**src/rtl/uartx_pkg.sv**
```systemverilog
`timescale 1ns/1ps
package uartx_pkg;

    typedef enum logic [1:0] {
        ST_IDLE  = 2'd0,
        ST_START = 2'd1,
        ST_BITS  = 2'd2
    } rx_state_e;

    // Two-of-three vote for mid-bit sampling
    function automatic logic maj3(input logic a, input logic b, input logic c);
        return (a & b) | (a & c) | (b & c);
    endfunction

endpackage

```
**src/rtl/uartx_sync2.sv**
```systemverilog
`timescale 1ns/1ps
module uartx_sync2 (
    input  logic clk,
    input  logic rst_n,
    input  logic d_i,
    output logic q_o
);
    logic s1_q, s2_q;
    logic s1_d, s2_d;

    always_comb begin
        s1_d = d_i;
        s2_d = s1_q;
    end

    always_ff @(posedge clk or negedge rst_n) begin
        if (!rst_n) begin
            s1_q <= 1'b1;
            s2_q <= 1'b1;
        end else begin
            s1_q <= s1_d;
            s2_q <= s2_d;
        end
    end

    assign q_o = s2_q;
endmodule

```
**src/rtl/uartx_brk_det.sv**
```systemverilog
`timescale 1ns/1ps
module uartx_brk_det #(
    parameter int BRK_TICKS = 176
) (
    input  logic clk,
    input  logic rst_n,
    input  logic tick_i,
    input  logic line_i,
    output logic hit_o
);
    localparam int BW = $clog2(BRK_TICKS + 2);

    logic [BW-1:0] run_d, run_q;

    always_comb begin
        run_d = run_q;
        hit_o = 1'b0;
        if (line_i) begin
            run_d = '0;
        end else if (tick_i) begin
            if (run_q == BW'(BRK_TICKS)) hit_o = 1'b1;
            if (run_q <= BW'(BRK_TICKS)) run_d = run_q + 1'b1;
        end
    end

    always_ff @(posedge clk or negedge rst_n) begin
        if (!rst_n) run_q <= '0;
        else        run_q <= run_d;
    end

    // the hit pulse fires once per low run
    a_r9_single_hit: assert property (@(posedge clk) disable iff (!rst_n)
        hit_o |=> !hit_o);
endmodule

```
**src/rtl/uartx_rx.sv**
```systemverilog
`timescale 1ns/1ps
module uartx_rx #(
    parameter int OS_RATE    = 16,
    parameter int LONG_FRAME = 11
) (
    input  logic       clk,
    input  logic       rst_n,
    input  logic       rx_i,
    input  logic       tick_i,
    input  logic       nine_bit_i,
    input  logic       mp_i,
    input  logic       ext_en_i,
    input  logic       rxf_clr_i,
    input  logic       rd_i,
    output logic [7:0] data_o,
    output logic       bit9_o,
    output logic       rxf_o,
    output logic       ferr_o,
    output logic       berr_o,
    output logic       oerr_o
);
    import uartx_pkg::*;

    localparam int CW        = $clog2(OS_RATE);
    localparam int MID       = OS_RATE / 2;
    localparam int BRK_TICKS = LONG_FRAME * OS_RATE;

    typedef struct packed {
        rx_state_e     st;
        logic [CW-1:0] cnt;
        logic [3:0]    idx;
        logic          s_a;
        logic          s_b;
        logic [8:0]    shf;
        logic          armed;
        logic [7:0]    data;
        logic          bit9;
        logic          rxf;
        logic          fe;
        logic          be;
        logic          oe;
    } rx_regs_t;

    rx_regs_t r_d, r_q;
    logic     rx_s;
    logic     brk_hit;
    logic     done;
    logic     stop_v;
    logic     vote;
    logic     accept;
    logic [3:0] last_idx;

    uartx_sync2 u_sync (
        .clk   (clk),
        .rst_n (rst_n),
        .d_i   (rx_i),
        .q_o   (rx_s)
    );

    uartx_brk_det #(.BRK_TICKS(BRK_TICKS)) u_brk (
        .clk    (clk),
        .rst_n  (rst_n),
        .tick_i (tick_i),
        .line_i (rx_s),
        .hit_o  (brk_hit)
    );

    always_comb begin
        r_d      = r_q;
        done     = 1'b0;
        stop_v   = 1'b0;
        vote     = maj3(r_q.s_a, r_q.s_b, rx_s);
        last_idx = nine_bit_i ? 4'd9 : 4'd8;

        if (rxf_clr_i) r_d.rxf = 1'b0;
        if (rd_i)      r_d.oe  = 1'b0;

        if (tick_i) begin
            unique case (r_q.st)
                ST_IDLE: begin
                    if (rx_s) begin
                        r_d.armed = 1'b1;
                    end else if (r_q.armed) begin
                        r_d.st    = ST_START;
                        r_d.cnt   = '0;
                        r_d.armed = 1'b0;
                        r_d.shf   = '0;
                    end
                end
                ST_START: begin
                    if (r_q.cnt == CW'(MID) && rx_s) begin
                        r_d.st    = ST_IDLE;
                        r_d.armed = 1'b1;
                    end else if (r_q.cnt == CW'(OS_RATE - 1)) begin
                        r_d.st  = ST_BITS;
                        r_d.cnt = '0;
                        r_d.idx = '0;
                    end else begin
                        r_d.cnt = r_q.cnt + 1'b1;
                    end
                end
                ST_BITS: begin
                    if (r_q.cnt == CW'(MID - 1)) r_d.s_a = rx_s;
                    if (r_q.cnt == CW'(MID))     r_d.s_b = rx_s;
                    if (r_q.cnt == CW'(OS_RATE - 1)) begin
                        r_d.cnt = '0;
                        r_d.idx = r_q.idx + 1'b1;
                    end else begin
                        r_d.cnt = r_q.cnt + 1'b1;
                    end
                    if (r_q.cnt == CW'(MID + 1)) begin
                        if (r_q.idx == last_idx) begin
                            done    = 1'b1;
                            stop_v  = vote;
                            r_d.st  = ST_IDLE;
                            r_d.cnt = '0;
                        end else begin
                            r_d.shf[r_q.idx] = vote;
                        end
                    end
                end
                default: r_d.st = ST_IDLE;
            endcase
        end

        accept = ext_en_i ||
                 (!r_q.rxf && !(mp_i && !nine_bit_i && !stop_v));

        if (done && accept) begin
            r_d.data = r_q.shf[7:0];
            r_d.bit9 = nine_bit_i ? r_q.shf[8] : stop_v;
            r_d.rxf  = 1'b1;
            r_d.fe   = !stop_v;
            r_d.be   = 1'b0;
            r_d.oe   = r_d.oe | r_q.rxf;
        end

        if (brk_hit) r_d.be = 1'b1;

        if (!ext_en_i) begin
            r_d.fe = 1'b0;
            r_d.be = 1'b0;
            r_d.oe = 1'b0;
        end
    end

    always_ff @(posedge clk or negedge rst_n) begin
        if (!rst_n) begin
            r_q <= '0;
        end else begin
            r_q <= r_d;
        end
    end

    assign data_o = r_q.data;
    assign bit9_o = r_q.bit9;
    assign rxf_o  = r_q.rxf;
    assign ferr_o = r_q.fe;
    assign berr_o = r_q.be;
    assign oerr_o = r_q.oe;

    // completion only happens on a tick cycle
    a_r4_rise_on_tick: assert property (@(posedge clk) disable iff (!rst_n)
        $rose(rxf_o) |-> $past(tick_i));

    // legacy behaviour keeps the held byte while the flag is up
    a_r6_legacy_hold: assert property (@(posedge clk) disable iff (!rst_n)
        (!ext_en_i && rxf_o && !rxf_clr_i) |=> $stable(data_o));

    // a frame error appears together with a stored character
    a_r7_fe_with_rxf: assert property (@(posedge clk) disable iff (!rst_n)
        $rose(ferr_o) |-> rxf_o);

    // overwrite needs a pending character
    a_r8_oe_needs_rxf: assert property (@(posedge clk) disable iff (!rst_n)
        $rose(oerr_o) |-> $past(rxf_o));

    // a read on a non-tick cycle leaves the overwrite flag low
    a_r8_rd_clears: assert property (@(posedge clk) disable iff (!rst_n)
        (rd_i && !tick_i) |=> !oerr_o);

    // error flags stay low without the extended enable
    a_r10_flags_off: assert property (@(posedge clk) disable iff (!rst_n)
        !ext_en_i |=> (!ferr_o && !berr_o && !oerr_o));
endmodule

```
**config.mk**
```make
export PLATFORM = sky130hd
export DESIGN_NAME = uartx_rx
export DESIGN_NICKNAME = d
export VERILOG_FILES = /design/src/rtl/uartx_pkg.sv /design/src/rtl/uartx_sync2.sv /design/src/rtl/uartx_brk_det.sv /design/src/rtl/uartx_rx.sv
export SDC_FILE = /design/constraint.sdc
export NUM_CORES = 1
export LEC_CHECK = 0
export CAP_MARGIN = 20
export CORE_ASPECT_RATIO = 0.8
export CORE_UTILIZATION = 48
export DETAILED_ROUTE_END_ITERATION = 6
export MAX_ROUTING_LAYER = met4
export PLACE_DENSITY_LB_ADDON = 0.15
export SYNTH_ARGS = -nofsm -noshare
export SYNTH_HDL_FRONTEND = slang
export SYNTH_SLANG_ARGS = --single-unit
```
**constraint.sdc**
```tcl
create_clock -name clk -period 3.1 [get_ports clk]
set_input_delay 0.775 -clock clk [delete_from_list [all_inputs] [get_ports clk]]
set_output_delay 0.775 -clock clk [all_outputs]
set_load 0.005 [all_outputs]
```
; After elaboration in Yosys (flattened, before gate mapping)
; Index checks and enable logic that the tools add are counted.
; Widths: inputs -> output; s select.
[totals]
register_bits = 45
latchBits = 0
mem_bits_rw = 0
mem_bits_ro = 0
in_bits = 9
output_inout_bits = 13
memories = 0
[classes]
addsub = 3
mul = 0
div = 0
order_cmp = 3
n_eq_ne = 20
shift = 0
n_mux = 45
bitwise_logic = 6
n_reduce_logical = 27
[ops]
columns = cell, n
row1 = $mux 8, 4
row2 = $mux 9, 3
row3 = $mux 6, 4
row4 = $mux 1, 19
row5 = $ne 2x2->1 const B, 9
row6 = $pmux 9 s2, 1
row7 = $mux 4, 4
row8 = $eq 4x4->1 const B, 3
row9 = $pmux 4 s3, 1
row10 = $reduce_and 6->1, 2
row11 = $reduce_bool 2->1, 6
row12 = $mux 10, 1
row13 = $reduce_and 5->1, 2
row14 = $bwmux 9, 1
row15 = $reduce_and 3->1, 3
row16 = $add 4x1->4 const B, 2
row17 = $add 8x1->8 const B, 1
row18 = $eq 8x8->1 const B, 1
row19 = $le 8x8->1 const B, 1
row20 = $pmux 4 s2, 1
row21 = $logic_and 1x1->1, 6
row22 = $pmux 2 s3, 1
row23 = $lt 4x5->1 const B, 1
row24 = $demux 1 s4, 1
row25 = 18 further kinds, 26

; Depth between registers and ports, before layout
; Gate-level depths: netlist of the first run.
[depth]
depth_word = 16
mapped_depth = 7
mapped_depth_nobuf = 6

; Cells and area by module
; Synthesis of the first run repeated with hierarchy kept, for this count alone.
[unflattened]
cells_unflattened = 250
area_unflattened_um2 = 2675.1
[by_module_without_submodules]
columns = module, n_inst, cells_per_inst, area_per_inst_um2, seq_area_each_um2
row1 = uartx_rx, 1, 196, 2147.1, 875.8
row2 = uartx_brk_det, 1, 52, 475.5, 200.2
row3 = uartx_sync2, 1, 2, 52.6, 52.6

; Worst setup path after synthesis of the first run
; Ideal clock, no wire load.
[synth_path]
path_type = in2reg
start = in nine_bit_i
end = reg r_q (netlist bit data_o[0])
setup_time_ps = 125
arrival_time_ps = 2012
required_time_ps = 2975
setup_slack_ps = 964
cell_stages = 5
n_path_buf = 1
path_cell_list = xor2_1 > nor4_4 > o311a_1 > buf_6 > mux2_2
[synth_between]
elab_chain_cells = 12
[synth_rtl]
columns = item, line
row1 = start: declaration, uartx_rx.sv:10  ; input logic nine_bit_i,
row2 = $mux 1, uartx_rx.sv:73  ; last_idx = nine_bit_i ? 4'd9 : 4'd8;
row3 = $eq 4x4->1, uartx_rx.sv:112  ; if (r_q.idx == last_idx) begin
row4 = $mux 1, uartx_rx.sv:112
row5 = $mux 1, uartx_rx.sv:111  ; if (r_q.cnt == CW'(MID + 1)) begin
row6 = $mux 1, uartx_rx.sv:79  ; unique case (r_q.st)
row7 = $mux 1, uartx_rx.sv:78  ; if (tick_i) begin
row8 = $logic_not 1->1, uartx_rx.sv:127  ; (!r_q.rxf && !(mp_i && !nine_bit_i && !stop_v));
row9 = $logic_and 1x1->1, uartx_rx.sv:127
row10 = $logic_not 1->1, uartx_rx.sv:127
row11 = $logic_and 1x1->1, uartx_rx.sv:127
row12 = $logic_or 1x1->1, uartx_rx.sv:126  ; accept = ext_en_i ||
row13 = $logic_and 1x1->1 *, uartx_rx.sv:129  ; if (done && accept) begin
row14 = end signal: assignment, uartx_rx.sv:151  ; r_q <= r_d;
row15 = end: declaration, uartx_rx.sv:44  ; rx_regs_t r_d, r_q;
; Mark *: on every way between the ends. The rest lies on a longest branch, timed or not.
; A chain may end at the register's enable or synchronous reset.

; Worst setup path in the final report of the first run
; Ends and elaborated chain as after synthesis.

==> flow_metrics.py, run 1 <==
metrics = {
    "cts": {
        "clk_pin_slew_ps": 80,
        "cts_max_level": 2,
        "cts_buffers": 5,
        "clock_latency_ps": 290,
        "post-cts-setup-buffer-count": 0,
        "cts.path.max_buffers": 2,
        "cts_tree": "built",
        "clock_sinks": 45,
        "root_buffer": "clkbuf_8",
        "cts.repair.resized": 0,
        "hold_buffers": 0,
    },
    "worst_setup_path": {
        "cp_max_fo": 10,
        "required_ps": 3270,
        "start_kind": "primary input",
        "crit_path_start": "nine_bit_i",
        "cp.arrival_ps": 2540,
        "worstRegToRegCells": 6,
        "cp-end-kind": "flop",
        "crit_type": "in2reg",
        "worst_r2r_startpoint": "r_q[33]",
    },
    "floorplan": {
        "top_level_ports": 22,
        "initial_utilization_pct": 50.7,
        "die_y_um": 67.4,
        "die_area_sq_um": 5650,
        "core_area_sq_um": 5060,
        "fp-row-count": 23,
        "die_w_um": 83.8,
    },
    "pwr": {
        "power.total_mw": 1.37,
        "powerDensity_nw_per_um2": 471,
        "peakVddDrop_v": 0.000401,
        "p_leak_nw": 1.23,
    },
    "detailed_routing": {
        "via_count": 1942,
        "via_per_inst": 5.75,
        "ant_nets": 0,
        "routed_wl_mm": 5.11,
        "drc": 0,
        "drt_first_pass_iters": 4,
        "drt_iter0_drc": 91,
        "wl_per_cell_um": 15.1,
    },
    "global_routing": {
        "grt_max_degree": 46,
        "grtUsageTotal_pct": 20.0,
        "antenna_found_initial": 0,
        "grt_pass1_wl_mm": 8.62,
        "grt_pass1_vias": 1736,
        "grt_overflow_total": 0,
    },
    "final_layout": {
        "final_common_cell": "dfrtp_1",
        "nets": 298,
        "area_growth_syn_to_layout_pct": 13.3,
        "final_cell_mix": "dfrtp_1 (43), nand2_1 (23), clkdlybuf4s50_1 (20), o21ai_0 (17), inv_1 (14)",
        "nFillCells": 444,
        "register_area_sq_um": 1130,
        "final_cells": 338,
        "n_antenna_cell": 0,
        "drive_gt1_share_pct": 11.6,
        "multi_input_area_sq_um": 1290,
    },
    "job": {
        "drv_cap": 0,
    },
    "placed_design": {
        "port_buffers": 21,
        "post-place-cells": 330,
        "place_hpwl_mm": 3.59,
        "gp_congestion": 0.842,
    },
    "sta": {
        "period_share_pct": 76.3,
        "slew_viol_final": 0,
        "final-setup-viol-count": 0,
        "tns_ps": 0,
        "max_freq_mhz": 423,
        "max_slew_margin_pct": 50.1,
        "min_period_ps": 2370,
        "rsz0062_at_grt": "false",
        "finalHoldViolCount": 0,
        "finClkSkew_ps": 8.49,
        "worst_slew_pin_slew_ps": 748,
    },
    "synthesis": {
        "ys.flop_type": "dfrtp_1",
        "syn_nets": 280,
        "ys_types": 53,
        "syn_inst": 258,
        "synth_edf_count": 0,
        "ys_ff_latch": 45,
        "synth.avg_cell_area_sq_um": 9.95,
        "yosys_warnings": 0,
        "ys_seq_area_share_pct": 44.0,
        "synthesis.area_sq_um": 2570,
        "async_flop_share_pct": 100,
    },
    "status": {
        "outcome": "completed",
    },
    "hold_path": {
        "hold_class": "in2async",
    },
}
-- area by class of cell --
type / count / share of cell area (%)
multi-input cells: 184 / 44.4
flip-flops and latches: 45 / 38.8
repair buffers: 26 / 8.77
well taps: 62 / 2.67
clock buffers: 5 / 2.37
inverters: 14 / 1.81
clock inverters: 2 / 1.20
-- worst paths after layout --
check / endpoint / slack, ps
worst max-delay path: data_o[0] / 730
worst min-delay path: u_brk.run_q[2] / 300
worst max register to register: r_q[17] / 880
worst min register to register: u_sync.q_o / 360
max in group asynchronous: u_sync.q_o / 2310
min in group clk: u_sync.q_o / 360
-- cells in the mapped netlist (2+ instances only) --
cell type  number  area share [%]
nand2_1        23             3.4
o21a_1          2            0.58
nand2b_1        4            0.97
dfrtp_1        43              42
xor2_1          4             1.4
mux2i_1         6             2.3
nor3_1          5            0.97
buf_4           8             2.3
o21ai_0        17             3.3
dfstp_2         2             2.0
nand4_1        10             2.4
clkbuf_1        4            0.58
nand3b_1        5             1.5
xnor2_1         2            0.68
nand3_1         9             1.8
a21oi_1         6             1.2
nor2_1         13             1.9
inv_1          14             2.0
mux2_2         10             4.4
a21boi_0        2            0.58
o211ai_1        9             2.6
or2_2           3            0.73
nor2b_1         5             1.2
o31ai_1         3            0.88
a31oi_1         2            0.49
a22o_1          4             1.4
ha_1           13             6.3
o221ai_1        2            0.68
and2_1          4            0.97
-- power breakdown --
group          switching (mW)  internal (mW)
Sequential             0.0350          0.617
Combinational           0.178          0.114
Clock                   0.193          0.234
-- sequential cells by signal, summed over array words and instances, names as in the netlist --
name and cells:
berr_o 1, ferr_o 1, oerr_o 1, u_sync.s1_q 1, u_sync.q_o 1, r_q 22, u_brk.run_q 8, bit9_o 1
rxf_o 1, data_o 8
-- through the flow --
stage / hold slack, ps / util, % / worst slack [ps] / area [sq um]
after floorplan: 345 / - / 964 / 2570
after global placement: 345 / 55.0 / 471 / 2790
after detailed placement: 349 / 55.0 / 418 / 2790
after CTS: 361 / 57.0 / 722 / 2890
after global routing: 278 / 57.4 / 602 / 2910
final: 295 / 57.4 / 735 / 2910
-- kinds of logic (layout without fill, tap and decap cells) --
group           Yosys count  after routing  share of synthesized area, %
mux                      16             16                          6.73
xor+xnor                  6              6                          2.05
compound gates           54             54                          14.1
simple gates             94             94                          20.6
buf+inv                  29             47                          5.75
fa+ha+maj                14             14                          6.77
flops                    45             45                          44.0
-- worst max-delay path, cell delays in order --
cell and delay, ps:
clkdlybuf4s50_1 460, xor2_1 250, nor4_4 300, o311a_1 200, buf_4 190, mux2_2 350
-- per-layer routing --
layer	wire [um]	GRT usage, %	share of wire (%)
met3	243	3.91	4.8
met2	2080	28.9	41
met1	2770	29.4	54
met5	0	-	0
met4	13	3.81	0.25
Power figures use the tool's default switching activity.
==> inputs of run 2 (changes only) <==
==> constraint.sdc (replaced) <==
create_clock -name clk -period 1.9 [get_ports clk]
set_input_delay 0.475 -clock clk [delete_from_list [all_inputs] [get_ports clk]]
set_output_delay 0.475 -clock clk [all_outputs]
set_load 0.005 [all_outputs]
==> flow_metrics.py, run 2 (same netlist as run 1, synthesis figures left out) <==
metrics = {
    "floorplan": {
        "die_area_sq_um": 5650,
        "die_w_um": 83.8,
        "die_y_um": 67.4,
        "top_level_ports": 22,
        "fp-row-count": 23,
        "initial_utilization_pct": 50.7,
        "core_area_sq_um": 5060,
    },
    "global_routing": {
        "antenna_found_initial": 0,
        "grtUsageTotal_pct": 21.4,
        "grt_pass1_wl_mm": 9.08,
        "grt_max_degree": 21,
        "grt_overflow_total": 0,
        "grt_pass1_vias": 1883,
    },
    "final_layout": {
        "final_cells": 381,
        "final_area_sq_um": 3280,
        "regMostFlops": "r_q",
        "area_growth_syn_to_layout_pct": 27.7,
        "fin_util_pct": 64.7,
        "n_antenna_cell": 0,
        "drive_gt1_share_pct": 26.3,
        "nFillCells": 408,
        "nets": 340,
        "final_cell_mix": "dfrtp_1 (43), buf_4 (43), nand2_1 (22), clkdlybuf4s50_1 (18), o21ai_0 (17)",
        "largest_register_ffs": 22,
    },
    "placed_design": {
        "port_buffers": 21,
        "post-place-ws_ps": -435,
        "postPlaceCellArea_sq_um": 3050,
        "post-place-cells": 361,
        "place_hpwl_mm": 3.95,
        "gp_congestion": 0.842,
    },
    "detailed_routing": {
        "drt_first_pass_iters": 4,
        "wl_per_cell_um": 14.1,
        "via_per_inst": 5.40,
        "drt_iter0_drc": 132,
        "ant_nets": 0,
        "via_count": 2058,
        "drc": 0,
        "routed_wl_mm": 5.36,
    },
    "sta": {
        "finClkSkew_ps": 7.87,
        "max_slew_margin_pct": 69.9,
        "rsz0062_at_grt": "true",
        "max_freq_mhz": 529,
        "min_period_ps": 1890,
        "worst_slack_ps": 9.62,
        "period_share_pct": 99.5,
        "slew_viol_final": 0,
        "finalHoldViolCount": 0,
        "worst_slew_pin_slew_ps": 451,
        "final-setup-viol-count": 0,
    },
    "hold_path": {
        "hold_class": "reg2reg",
    },
    "job": {
        "drv_cap": 0,
    },
    "worst_setup_path": {
        "start_kind": "flop",
        "cp_slowest_cell": "or3b_4",
        "cp-end-kind": "flop",
        "path_cells": "or3b_4 > nor4_4 > o311a_1 > buf_12 > mux2_2",
        "cp.arrival_ps": 2090,
        "crit_type": "reg2reg",
        "cp_max_fo": 9,
        "cpPeakStageDelay_ps": 430,
        "required_ps": 2100,
    },
    "cts": {
        "cts_buffers": 5,
        "cts_max_level": 2,
        "cts.path.max_buffers": 2,
        "clock_sinks": 45,
        "root_buffer": "clkbuf_8",
        "cts_tree": "built",
        "clk_pin_slew_ps": 90,
        "clock_latency_ps": 310,
    },
    "pwr": {
        "p_leak_nw": 1.45,
        "powerDensity_nw_per_um2": 738,
        "peakVddDrop_v": 0.000549,
    },
    "status": {
        "outcome": "completed",
    },
}
## run 2: changes by cell type in the layout (fill, tap and decap cells not counted), moves of 3 or more
cell   change
ha_1       -3
buf_4     +39
inv_1      -3
inv_2      +3
## run 2: worst paths after layout
kind | cells after the start | slack, ps | from | end
worst max-delay path | 5 | 10 | r_q[27] | data_o[6]
worst min-delay path | 0 | 360 | u_sync.s1_q | u_sync.q_o
worst max register to register | 5 | 10 | r_q[27] | data_o[6]
worst min register to register | 0 | 360 | u_sync.s1_q | u_sync.q_o
max in group asynchronous | 3 | 880 | rst_n | r_q[21]
min in group asynchronous | 2 | 530 | rst_n | u_brk.run_q[4]
## run 2: per-stage QoR
stage	power [mW]	hold WS, ps	setup TNS (ps)
after floorplan	1.42	179	0
after global placement	1.71	335	-8180
after detailed placement	1.72	333	-9000
after CTS	2.35	362	0
after global routing	2.55	370	-85.8
final	2.42	361	0
## run 2: where the power goes
group	internal (mW)	leakage, nW	switching [mW]	total (mW)
registers	1.01	0.611	0.0356	1.04
logic	0.374	0.797	0.376	0.750
clock network	0.266	0.0447	0.364	0.630
total	1.65	1.45	0.776	2.42
## run 2: final cells by class
cell class	count	area (sq um)	area share (%)
Multi-Input combinational cell	184	1340	40.7
Sequential cell	45	1130	34.4
Timing Repair Buffer	68	591	18.0
Tap cell	62	77.6	2.37
Clock buffer	5	68.8	2.10
Inverter	14	52.6	1.60
Clock inverter	3	25.0	0.763
## run 2: what timing repair did
| item | in CTS | in global routing |
|---|---|---|
| hold endpoints to repair | 6 | 0 |
| endpoints found under the setup margin | 11 | 20 |
| hold buffers | 1 | 0 |
| pin swaps | 3 | 2 |
| setup buffers | 3 | 8 |
| gates resized for setup | 2 | 12 |
## run 2: routing by layer
metal  global-route usage, %  share of wire (%)
met1                    31.6                 55
met2                    29.2                 39
met3                    3.91                3.7
met4                    7.63                1.5
met5                       -                  0
## run 2: worst max-delay path, delay by kind of cell (launching register included)
kind,cells,cell delay [ps]
AOI/OAI and AO/OA,1,260
buffers and inverters,1,130
DFF,1,390
muxes,1,330
and+or+nand+nor,2,680
==> inputs of run 3 (changes only) <==
--- a/config.mk
+++ b/config.mk
@@ -9,6 +9,7 @@
 export CORE_ASPECT_RATIO = 0.8
 export CORE_UTILIZATION = 48
 export DETAILED_ROUTE_END_ITERATION = 6
+export GPL_ROUTABILITY_DRIVEN = 1
 export MAX_ROUTING_LAYER = met4
 export PLACE_DENSITY_LB_ADDON = 0.15
 export SYNTH_ARGS = -nofsm -noshare
==> results of run 3 <==
Same layout as run 2: the final DEF is identical, and so are final timing and power.
